[src/rtl/fps_pkg.sv]
package fps_pkg;
    typedef enum logic [1:0] {
        S_IDLE  = 2'd0,
        S_ISSUE = 2'd1,
        S_FIN   = 2'd2
    } seg_state_t;
endpackage

[src/rtl/fps_len_calc.sv]
module fps_len_calc #(
    parameter int ADDR_W     = 24,
    parameter int CNT_W      = 16,
    parameter int PAGE_BYTES = 256,
    localparam int PG_W      = $clog2(PAGE_BYTES),
    localparam int LEN_W     = PG_W + 1
) (
    input  logic [ADDR_W-1:0] start_addr,
    input  logic [CNT_W-1:0]  start_cnt,
    input  logic [CNT_W-1:0]  rem_after,
    output logic [LEN_W-1:0]  first_len,
    output logic [LEN_W-1:0]  next_len
);
    logic [CNT_W-1:0] room;

    // bytes left in the page that holds the start address
    always_comb begin
        room = CNT_W'(PAGE_BYTES) - CNT_W'(start_addr[PG_W-1:0]);
        if (start_cnt < room)
            first_len = LEN_W'(start_cnt);
        else
            first_len = LEN_W'(room);
    end

    // later chunks start page-aligned: full page or the tail
    always_comb begin
        if (rem_after > CNT_W'(PAGE_BYTES))
            next_len = LEN_W'(PAGE_BYTES);
        else
            next_len = LEN_W'(rem_after);
    end
endmodule

[src/rtl/fps_ctrl.sv]
module fps_ctrl
    import fps_pkg::*;
#(
    parameter int ADDR_W     = 24,
    parameter int CNT_W      = 16,
    parameter int PAGE_BYTES = 256,
    localparam int PG_W      = $clog2(PAGE_BYTES),
    localparam int LEN_W     = PG_W + 1
) (
    input  logic              clk,
    input  logic              rst_n,
    input  logic              req_valid,
    input  logic [ADDR_W-1:0] req_addr,
    input  logic [CNT_W-1:0]  req_len,
    output logic              req_ready,
    output logic              chk_valid,
    input  logic              chk_ready,
    output logic [ADDR_W-1:0] chk_addr,
    output logic [LEN_W-1:0]  chk_len,
    output logic              chk_last,
    output logic              seg_done,
    input  logic [LEN_W-1:0]  first_len,
    input  logic [LEN_W-1:0]  next_len,
    output logic [CNT_W-1:0]  rem_after
);
    seg_state_t       state, state_nx;
    logic [ADDR_W-1:0] cur_addr;
    logic [CNT_W-1:0]  rem;
    logic [LEN_W-1:0]  cur_len;
    logic              accept, take;

    assign accept    = (state == S_IDLE) && req_valid;
    assign take      = (state == S_ISSUE) && chk_ready;
    assign chk_last  = (rem == CNT_W'(cur_len));
    assign rem_after = rem - CNT_W'(cur_len);

    // state register
    always_ff @(posedge clk) begin
        if (!rst_n)
            state <= S_IDLE;
        else
            state <= state_nx;
    end

    // next-state decode
    always_comb begin
        state_nx = state;
        unique case (state)
            S_IDLE:  if (req_valid) state_nx = (req_len == '0) ? S_FIN : S_ISSUE;
            S_ISSUE: if (chk_ready && chk_last) state_nx = S_FIN;
            S_FIN:   state_nx = S_IDLE;
            default: state_nx = S_IDLE;
        endcase
    end

    // outputs
    always_comb begin
        req_ready = 1'b0;
        chk_valid = 1'b0;
        seg_done  = 1'b0;
        unique case (state)
            S_IDLE:  req_ready = 1'b1;
            S_ISSUE: chk_valid = 1'b1;
            S_FIN:   seg_done  = 1'b1;
            default: ;
        endcase
    end

    // chunk datapath
    always_ff @(posedge clk) begin
        if (!rst_n) begin
            cur_addr <= '0;
            rem      <= '0;
            cur_len  <= '0;
        end else if (accept) begin
            cur_addr <= req_addr;
            rem      <= req_len;
            cur_len  <= first_len;
        end else if (take && !chk_last) begin
            cur_addr <= cur_addr + ADDR_W'(cur_len);
            rem      <= rem_after;
            cur_len  <= next_len;
        end
    end

    assign chk_addr = cur_addr;
    assign chk_len  = cur_len;


    first_chunk_chk: assert property (@(posedge clk) disable iff (!rst_n)
        (req_valid && req_ready && req_len != '0) |=> (chk_valid && chk_addr == $past(req_addr)));

    addr_advance_chk: assert property (@(posedge clk) disable iff (!rst_n)
        (chk_valid && chk_ready && !chk_last) |=>
        (chk_valid && chk_addr == $past(chk_addr) + ADDR_W'($past(chk_len))));

    page_bound_chk: assert property (@(posedge clk) disable iff (!rst_n)
        chk_valid |-> ((LEN_W+1)'(chk_addr[PG_W-1:0]) + (LEN_W+1)'(chk_len) <= (LEN_W+1)'(PAGE_BYTES)
                       && chk_len != '0));

    done_after_last_chk: assert property (@(posedge clk) disable iff (!rst_n)
        (chk_valid && chk_ready && chk_last) |=> seg_done);

    zero_len_chk: assert property (@(posedge clk) disable iff (!rst_n)
        (req_valid && req_ready && req_len == '0) |=> (seg_done && !chk_valid));

    hold_chunk_chk: assert property (@(posedge clk) disable iff (!rst_n)
        (chk_valid && !chk_ready) |=> (chk_valid && $stable(chk_addr) && $stable(chk_len)));

    ready_after_done_chk: assert property (@(posedge clk) disable iff (!rst_n)
        seg_done |=> req_ready);
endmodule

[src/rtl/fps_blank_scan.sv]
module fps_blank_scan #(
    parameter int DATA_W = 8,
    parameter bit SCAN_EN = 1'b1
) (
    input  logic              clk,
    input  logic              rst_n,
    input  logic              scan_clr,
    input  logic              scan_vld,
    input  logic [DATA_W-1:0] scan_data,
    input  logic              scan_inwin,
    output logic              erase_need
);
    logic hit;
    assign hit = scan_vld && scan_inwin && (scan_data != {DATA_W{1'b1}});

    generate
        if (SCAN_EN) begin : g_scan
            logic flag_q;
            always_ff @(posedge clk) begin
                if (!rst_n)
                    flag_q <= 1'b0;
                else if (scan_clr)
                    flag_q <= 1'b0;
                else if (hit)
                    flag_q <= 1'b1;
            end
            assign erase_need = flag_q;


            set_on_dirty_chk: assert property (@(posedge clk) disable iff (!rst_n)
                (hit && !scan_clr) |=> erase_need);

            clear_wins_chk: assert property (@(posedge clk) disable iff (!rst_n)
                scan_clr |=> !erase_need);

            sticky_chk: assert property (@(posedge clk) disable iff (!rst_n)
                (!hit && !scan_clr) |=> (erase_need == $past(erase_need)));
        end else begin : g_noscan
            assign erase_need = 1'b0;
        end
    endgenerate
endmodule

[src/rtl/flash_page_splitter.sv]
module flash_page_splitter #(
    parameter int ADDR_W       = 24,
    parameter int CNT_W        = 16,
    parameter int PAGE_BYTES   = 256,
    parameter int SECTOR_BYTES = 4096,
    parameter int DATA_W       = 8,
    parameter bit SCAN_EN      = 1'b1,
    localparam int PG_W        = $clog2(PAGE_BYTES),
    localparam int LEN_W       = PG_W + 1,
    localparam int SEC_W       = $clog2(SECTOR_BYTES)
) (
    input  logic                    clk,
    input  logic                    rst_n,
    input  logic                    req_valid,
    input  logic [ADDR_W-1:0]       req_addr,
    input  logic [CNT_W-1:0]        req_len,
    output logic                    req_ready,
    output logic                    chk_valid,
    input  logic                    chk_ready,
    output logic [ADDR_W-1:0]       chk_addr,
    output logic [LEN_W-1:0]        chk_len,
    output logic                    chk_last,
    output logic [ADDR_W-SEC_W-1:0] chk_sector,
    output logic [SEC_W-1:0]        chk_sec_off,
    output logic                    seg_done,
    input  logic                    scan_clr,
    input  logic                    scan_vld,
    input  logic [DATA_W-1:0]       scan_data,
    input  logic                    scan_inwin,
    output logic                    erase_need
);
    logic [LEN_W-1:0] first_len, next_len;
    logic [CNT_W-1:0] rem_after;

    fps_len_calc #(.ADDR_W(ADDR_W), .CNT_W(CNT_W), .PAGE_BYTES(PAGE_BYTES)) calc_i (
        .start_addr (req_addr),
        .start_cnt  (req_len),
        .rem_after  (rem_after),
        .first_len  (first_len),
        .next_len   (next_len)
    );

    fps_ctrl #(.ADDR_W(ADDR_W), .CNT_W(CNT_W), .PAGE_BYTES(PAGE_BYTES)) ctrl_i (
        .clk        (clk),
        .rst_n      (rst_n),
        .req_valid  (req_valid),
        .req_addr   (req_addr),
        .req_len    (req_len),
        .req_ready  (req_ready),
        .chk_valid  (chk_valid),
        .chk_ready  (chk_ready),
        .chk_addr   (chk_addr),
        .chk_len    (chk_len),
        .chk_last   (chk_last),
        .seg_done   (seg_done),
        .first_len  (first_len),
        .next_len   (next_len),
        .rem_after  (rem_after)
    );

    fps_blank_scan #(.DATA_W(DATA_W), .SCAN_EN(SCAN_EN)) scan_i (
        .clk        (clk),
        .rst_n      (rst_n),
        .scan_clr   (scan_clr),
        .scan_vld   (scan_vld),
        .scan_data  (scan_data),
        .scan_inwin (scan_inwin),
        .erase_need (erase_need)
    );

    // sector split of the chunk start
    assign chk_sector  = chk_addr[ADDR_W-1:SEC_W];
    assign chk_sec_off = chk_addr[SEC_W-1:0];
endmodule

[config.mk]
export PLATFORM = sky130hd
export DESIGN_NAME = flash_page_splitter
export DESIGN_NICKNAME = d
export VERILOG_FILES = /design/src/rtl/fps_pkg.sv /design/src/rtl/fps_len_calc.sv /design/src/rtl/fps_ctrl.sv /design/src/rtl/fps_blank_scan.sv /design/src/rtl/flash_page_splitter.sv
export SDC_FILE = /design/constraint.sdc
export NUM_CORES = 1
export LEC_CHECK = 0
export ABC_AREA = 1
export BUFFER_PORTS_ARGS = -buffer_cell sky130_fd_sc_hd__buf_2
export CELL_PAD_IN_SITES_DETAIL_PLACEMENT = 1
export CELL_PAD_IN_SITES_GLOBAL_PLACEMENT = 2
export CORE_MARGIN = 2
export CORE_UTILIZATION = 26
export CTS_BUF_LIST = sky130_fd_sc_hd__clkbuf_16
export DETAILED_ROUTE_END_ITERATION = 10
export GPL_ROUTABILITY_DRIVEN = 1
export PLACE_DENSITY = 0.82
export SLEW_MARGIN = 20
export SYNTH_ARGS = -nofsm -noshare
export SYNTH_HDL_FRONTEND = slang
export SYNTH_SLANG_ARGS = --single-unit
[constraint.sdc]
create_clock -name clk -period 2.2 [get_ports clk]
set_input_delay 0.11 -clock clk [delete_from_list [all_inputs] [get_ports clk]]
set_output_delay 0.11 -clock clk [all_outputs]
set_load 0.01 [all_outputs]
[Yosys cells after proc, flatten, opt, wreduce, memory -nomap -nowiden]
Cells that the tools add are included.
Storage, ports and cells
  flip-flop bits (word level): 52
  input port bits: 55
  output and inout bits: 62
Operators by class
  add/subtract/negate cells: 3
  $lt $le $gt $ge: 2
  multiplexer cells: 15
  equal/unequal tests: 6
  bitwise operators: 1
  reductions and logical operators: 12
Operators by type and width (count)
  $mux 24: 2
  $mux 9: 4
  $mux 16: 2
  $add 24x9->24: 1
  $eq 16x9->1: 1
  $gt 16x9->1 const B: 1
  $logic_not 16->1: 1
  $lt 16x16->1: 1
  $sub 16x9->16: 1
  $sub 9x8->10 const A: 1
  $ne 8x8->1 const B: 1
  $logic_and 1x1->1: 6
  $mux 2: 3
  $ne 2x2->1 const B: 2
  $pmux 2 s2: 1
  $mux 1: 3
  $eq 2x1->1 const B: 1
  $eq 2x2->1 const B: 1
  $logic_not 2->1: 1
  $reduce_and 2->1: 1
  $reduce_bool 2->1: 1
  $reduce_or 2->1: 1
  $logic_not 1->1: 1
  $not 1->1: 1

[Longest topological paths before layout]
  depth after elaboration: 5
  depth in mapped cells: 18
  gate-level depth less buffers: 18

[By module]
Synthesis repeated with hierarchy kept, for this count alone.
Second synthesis, totals
  cells, all modules: 845
  area, all modules: 4897.2 um2
By module, submodules not included
  fps_ctrl: instances 1, area an instance 4017.6 um2, cells an instance 686
  fps_len_calc: instances 1, area an instance 621.8 um2, cells an instance 120
  flash_page_splitter: instances 1, area an instance 180.2 um2, cells an instance 24
  fps_blank_scan: instances 1, area an instance 77.6 um2, cells an instance 15

[Least setup slack after synthesis]
No wires, ideal clock.
  kind: reg-to-reg
  start point: register ctrl_i.cur_addr[0], in the netlist ctrl_i.chk_addr[0]
  end point: register ctrl_i.cur_addr[20], in the netlist ctrl_i.chk_addr[20]
  stages on the path, launching flop included: 13
  setup time: 0.114 ns
  data arrival time: 2.035 ns
  buffers on the path: 0
  path slack: 0.051 ns
  required time: 2.086 ns
  path through: dfxtp_1 -> ha_1 -> inv_1 -> fa_1 -> o21ai_2 -> nand3_1 -> nand3_1 -> nor3b_4 -> nand3_1 -> nand2_1 -> nand2_1 -> o21bai_1 -> inv_1
Between the ends
  longest elaborated chain between the ends: 3
RTL lines
  start, declared: RTL line fps_ctrl.sv:27  | logic [ADDR_W-1:0] cur_addr;
  start signal, assigned: RTL line fps_ctrl.sv:76  | cur_addr <= req_addr;
  start signal, assigned: RTL line fps_ctrl.sv:80  | cur_addr <= cur_addr + ADDR_W'(cur_len);
  $add 24x9->24: RTL line fps_ctrl.sv:80
  $mux 24: RTL line fps_ctrl.sv:79  | end else if (take && !chk_last) begin
  $mux 24: RTL line fps_ctrl.sv:75  | end else if (accept) begin
Every way passes these cells. The select of a mux whose other input is x is not followed.
A chain may end at the register's enable or synchronous reset.

[Final worst setup path]
  start point: register ctrl_i.cur_len[0], in the netlist ctrl_i.chk_len[0]
  end point: register ctrl_i.cur_len[3], in the netlist ctrl_i.chk_len[3]
Between the ends
  longest elaborated chain between the ends: 5
  elaborated cells between the ends (all ways): 9
  those cells by class: add/sub (1); order compare (1); eq/ne (1); mux (3); reduce/logical (3)
RTL lines
  start, declared: RTL line fps_ctrl.sv:29  | logic [LEN_W-1:0] cur_len;
  start signal, assigned: RTL line fps_ctrl.sv:78  | cur_len <= first_len;
  start signal, assigned: RTL line fps_ctrl.sv:82  | cur_len <= next_len;
  $sub 16x9->16: RTL line fps_ctrl.sv:35  | assign rem_after = rem - CNT_W'(cur_len);
  $gt 16x9->1: RTL line fps_len_calc.sv:27  | if (rem_after > CNT_W'(PAGE_BYTES))
  $mux 9: RTL line fps_len_calc.sv:27
  $mux 9: RTL line fps_ctrl.sv:79
  $mux 9: RTL line fps_ctrl.sv:75
Parallel ways exist; a longest one is shown, timed or not. The select of a mux whose other input is x is not followed.

==> impl_metrics.csv <==
group,metric,value,unit
floorplan,rows,48,
sta,fin_crit_sh,101,%
synth,synthArstFlopShare,0,%
floorplan,die_w,138,µm
critical_path,cp-end-kind,"register",
synth,synth.avg_cell_area,6.47,µm²
sta,hold_ws,0.0871,ns
floorplan,design.core.area,17400,µm²
final_layout,drive_above_1_share,40.8,%
final_layout,num_antenna_cells,0,
sta,hold_viol,0,
sta,min_period,2.22,ns
worst_hold_path,hold_depth,3,
clocking,cts_tree,"yes",
routing,wl_per_cell,16.6,µm
clocking,clkLatencyLatePin,0.30,ns
routing,vias,5317,
routing,drtPass1Iterations,4,
final_layout,area_growth,43.9,%
routing,routed_via_density,4.77,
clocking,clkTransAtPathRegs,0.08,ns
global_routing,gr-total-overflow,0,
critical_path,crit_path_max_fanout,8,
synth,ys_seq_area_share,22.3,%
power_and_ir_drop,total_power,0.00480,W
floorplan,die_h,138,µm
critical_path,r2r-start,"ctrl_i.chk_len[0]",
routing,remaining_drc_errors,0,
global_routing,grt_first_pass_wirelength,27200,µm
critical_path,worst-r2r-cell-count,13,
clocking,clock_sink_count,52,
power_and_ir_drop,ir_drop,0.000299,V
status,violations,"setup timing",
clocking,cts-buffers-inserted,5,
run,maxCapViolCount,0,
power_and_ir_drop,power.density,715,nW/µm²
sta,setup_viol,2,
status,status,"finished, violations left",
sta,fin_worst_skew,0.0118,ns
critical_path,crit_arrival,2.47,ns
clocking,cts-root-buf,"clkbuf_16",
power_and_ir_drop,power.leakage,3.29,nW
synth,ys.flop_type,"dfxtp_1",
routing,drt_iter0_markers,200,
worst_hold_path,holdPathEnd,"ctrl_i.chk_addr[14]",
placed_design,dp_hpwl,14000,µm
synth,syn_area,4660,µm²
worst_hold_path,min_path_type,"in -> reg",
synth,syn_inst,720,
global_routing,grt_antenna_before_repair,0,
critical_path,cp-start-kind,"register",
critical_path,critPathRequiredTime,2.45,ns
floorplan,ios,117,
worst_hold_path,worstHoldStart,"req_addr[14]",
global_routing,grt_pass1_vias,5127,
placed_design,portBuffers,116,
synth,synth_edf_count,0,
final_layout,nets,974,
placed_design,gp_congestion,0.814,
synth,synth_seq_cells,52,
synth,ys_warn_count,0,
critical_path,worstSetupPathType,"reg -> reg",
sta,layout_setup_ws,-0.0211,ns
sta,slew_viol_final,0,
sta,max_freq,450,MHz
clocking,htree_levels,2,
critical_path,r2r-end,"ctrl_i.chk_len[3]",
routing,ant_nets,0,
routing,wl,18500,µm
sta,slew_headroom,66.2,%
sta,tightest_slew,0.502,ns
floorplan,die-area,19000,µm²
floorplan,initial_core_util,26.8,%
synth,syn_nets,804,
synth,synth.distinct_cells,51,
clocking,cts_buffer_depth,2,
sta,rsz0062_at_grt,"yes",
critical_path,rrSetupSlack,-0.02,ns
global_routing,grt_util_all_layers,18.5,%
global_routing,grt_max_degree,43,
-- critical path, cell delays in order, from the launching register on --
cell     delay [ns]
dfxtp_4        0.38
ha_4           0.17
fa_2           0.39
nor2_2         0.14
nor2_1         0.07
xor2_1         0.24
nand3_2        0.13
nor2_2         0.11
nand3_2        0.09
nand2_4        0.17
nand3_2        0.11
nand3_2        0.07
nand2_1        0.06
inv_1          0.05
-- how the worst max path moves through the flow --
stage | startpoint | endpoint | slack [ns] | depth (start not counted)
after detailed placement | req_addr[0] | ctrl_i.chk_len[3] | -0.19 | 18
after global placement | req_addr[0] | ctrl_i.chk_len[2] | -0.14 | 18
after floorplan | ctrl_i.chk_addr[0] | ctrl_i.chk_addr[20] | 0.05 | 12
after global routing | ctrl_i.rem[0] | ctrl_i.chk_len[4] | -0.13 | 14
after CTS | ctrl_i.rem[0] | ctrl_i.chk_len[2] | -0.01 | 14
final | ctrl_i.chk_len[0] | ctrl_i.chk_len[3] | -0.02 | 13
-- Yosys cell counts, drive strengths merged (3+ instances only) --
master  number  area (µm²)
nor2        67         305
a31oi       16         100
a211oi       3        22.5
a21oi       44         228
nor3         8        40.0
or2          3        18.8
dfxtp       52        1040
o221ai       3        26.3
nand2      189         769
a22oi        3        22.5
o21ai       44         235
buf         33         250
xor2        17         149
clkbuf      12        45.0
nand3       60         343
ha          27         338
xnor2        5        43.8
nand3b       6        45.0
nand4        9        56.3
inv         98         368
nor4         4        46.3
-- per-stage QoR --
step / cell area, µm² / utilization (%) / setup TNS [ns] / instances / setup WS [ns]
2_1_floorplan: 4660 / - / 0 / 720 / 0.0514
3_3_place_gp: 5890 / 33.8 / -1.23 / 1097 / -0.144
3_5_place_dp: 5890 / 33.8 / -1.69 / 1097 / -0.191
4_1_cts: 6180 / 35.5 / -0.0146 / 1109 / -0.0101
5_1_grt: 6710 / 38.5 / -1.40 / 1115 / -0.130
6_report: 6710 / 38.5 / -0.0258 / 1115 / -0.0211
-- report_power, final --
group / switching (W) / internal [W]
Combinational: 0.00164 / 0.00121
Sequential: 0.000113 / 0.00105
Clock: 0.000384 / 0.000412
Total: 0.00213 / 0.00266
-- layout make-up --
cell class	count	area, µm²
fillers	2259	10700
well taps	225	282
repair buffers	207	1330
clock buffers	5	125
inverters	99	383
clock inverters	2	8.76
flip-flops and latches	52	1060
multi-input cells	525	3520
-- cell usage in the layout, fill, tap and decap left out, drive strengths merged, types with 4 or more instances in the layout --
master  netlist  routed
nor4          4       4
nand3        60      60
xnor2         5       5
nand3b        6       6
buf          33     206
inv          98      98
nor3          8       8
a31oi        16      16
dfxtp        52      52
nand4         9       9
a21oi        44      44
o21ai        44      44
xor2         17      17
ha           27      27
nor2         67      68
nand2       189     189
clkbuf       12       5
-- logic make-up (layout without fill, tap and decap cells) --
kind of cell    after synthesis  count (layout)  share of synthesized area [%]
flops                        52              52                           22.3
buf+inv                     144             313                           14.3
xor+xnor                     22              22                           4.13
compound gates              125             125                           15.7
fa+ha+maj                    29              29                           8.11
simple gates                348             349                           35.4
-- flip-flops by register name (all words and copies together), names as in the netlist --
register	count
ctrl_i.chk_addr	24
ctrl_i.rem	16
ctrl_i.chk_len	9
ctrl_i.state	2
scan_i.erase_need	1
-- timing repair --
item / in CTS / in global routing
pin swaps: 10 / 39
buffers inserted: 3 / 6
endpoints found under the hold margin: 1 / 0
gates cloned: 1 / 0
resized for setup: 27 / 105
endpoints found under the setup margin: 13 / 44
hold buffers: 1 / 0
-- routing by layer --
metal	GRT usage, %	wire length [µm]
met5	0	0
met4	3.34	135
met3	3.18	835
met2	30.6	8900
met1	25.4	8590
No activity file was read; power rests on OpenSTA's default activity.
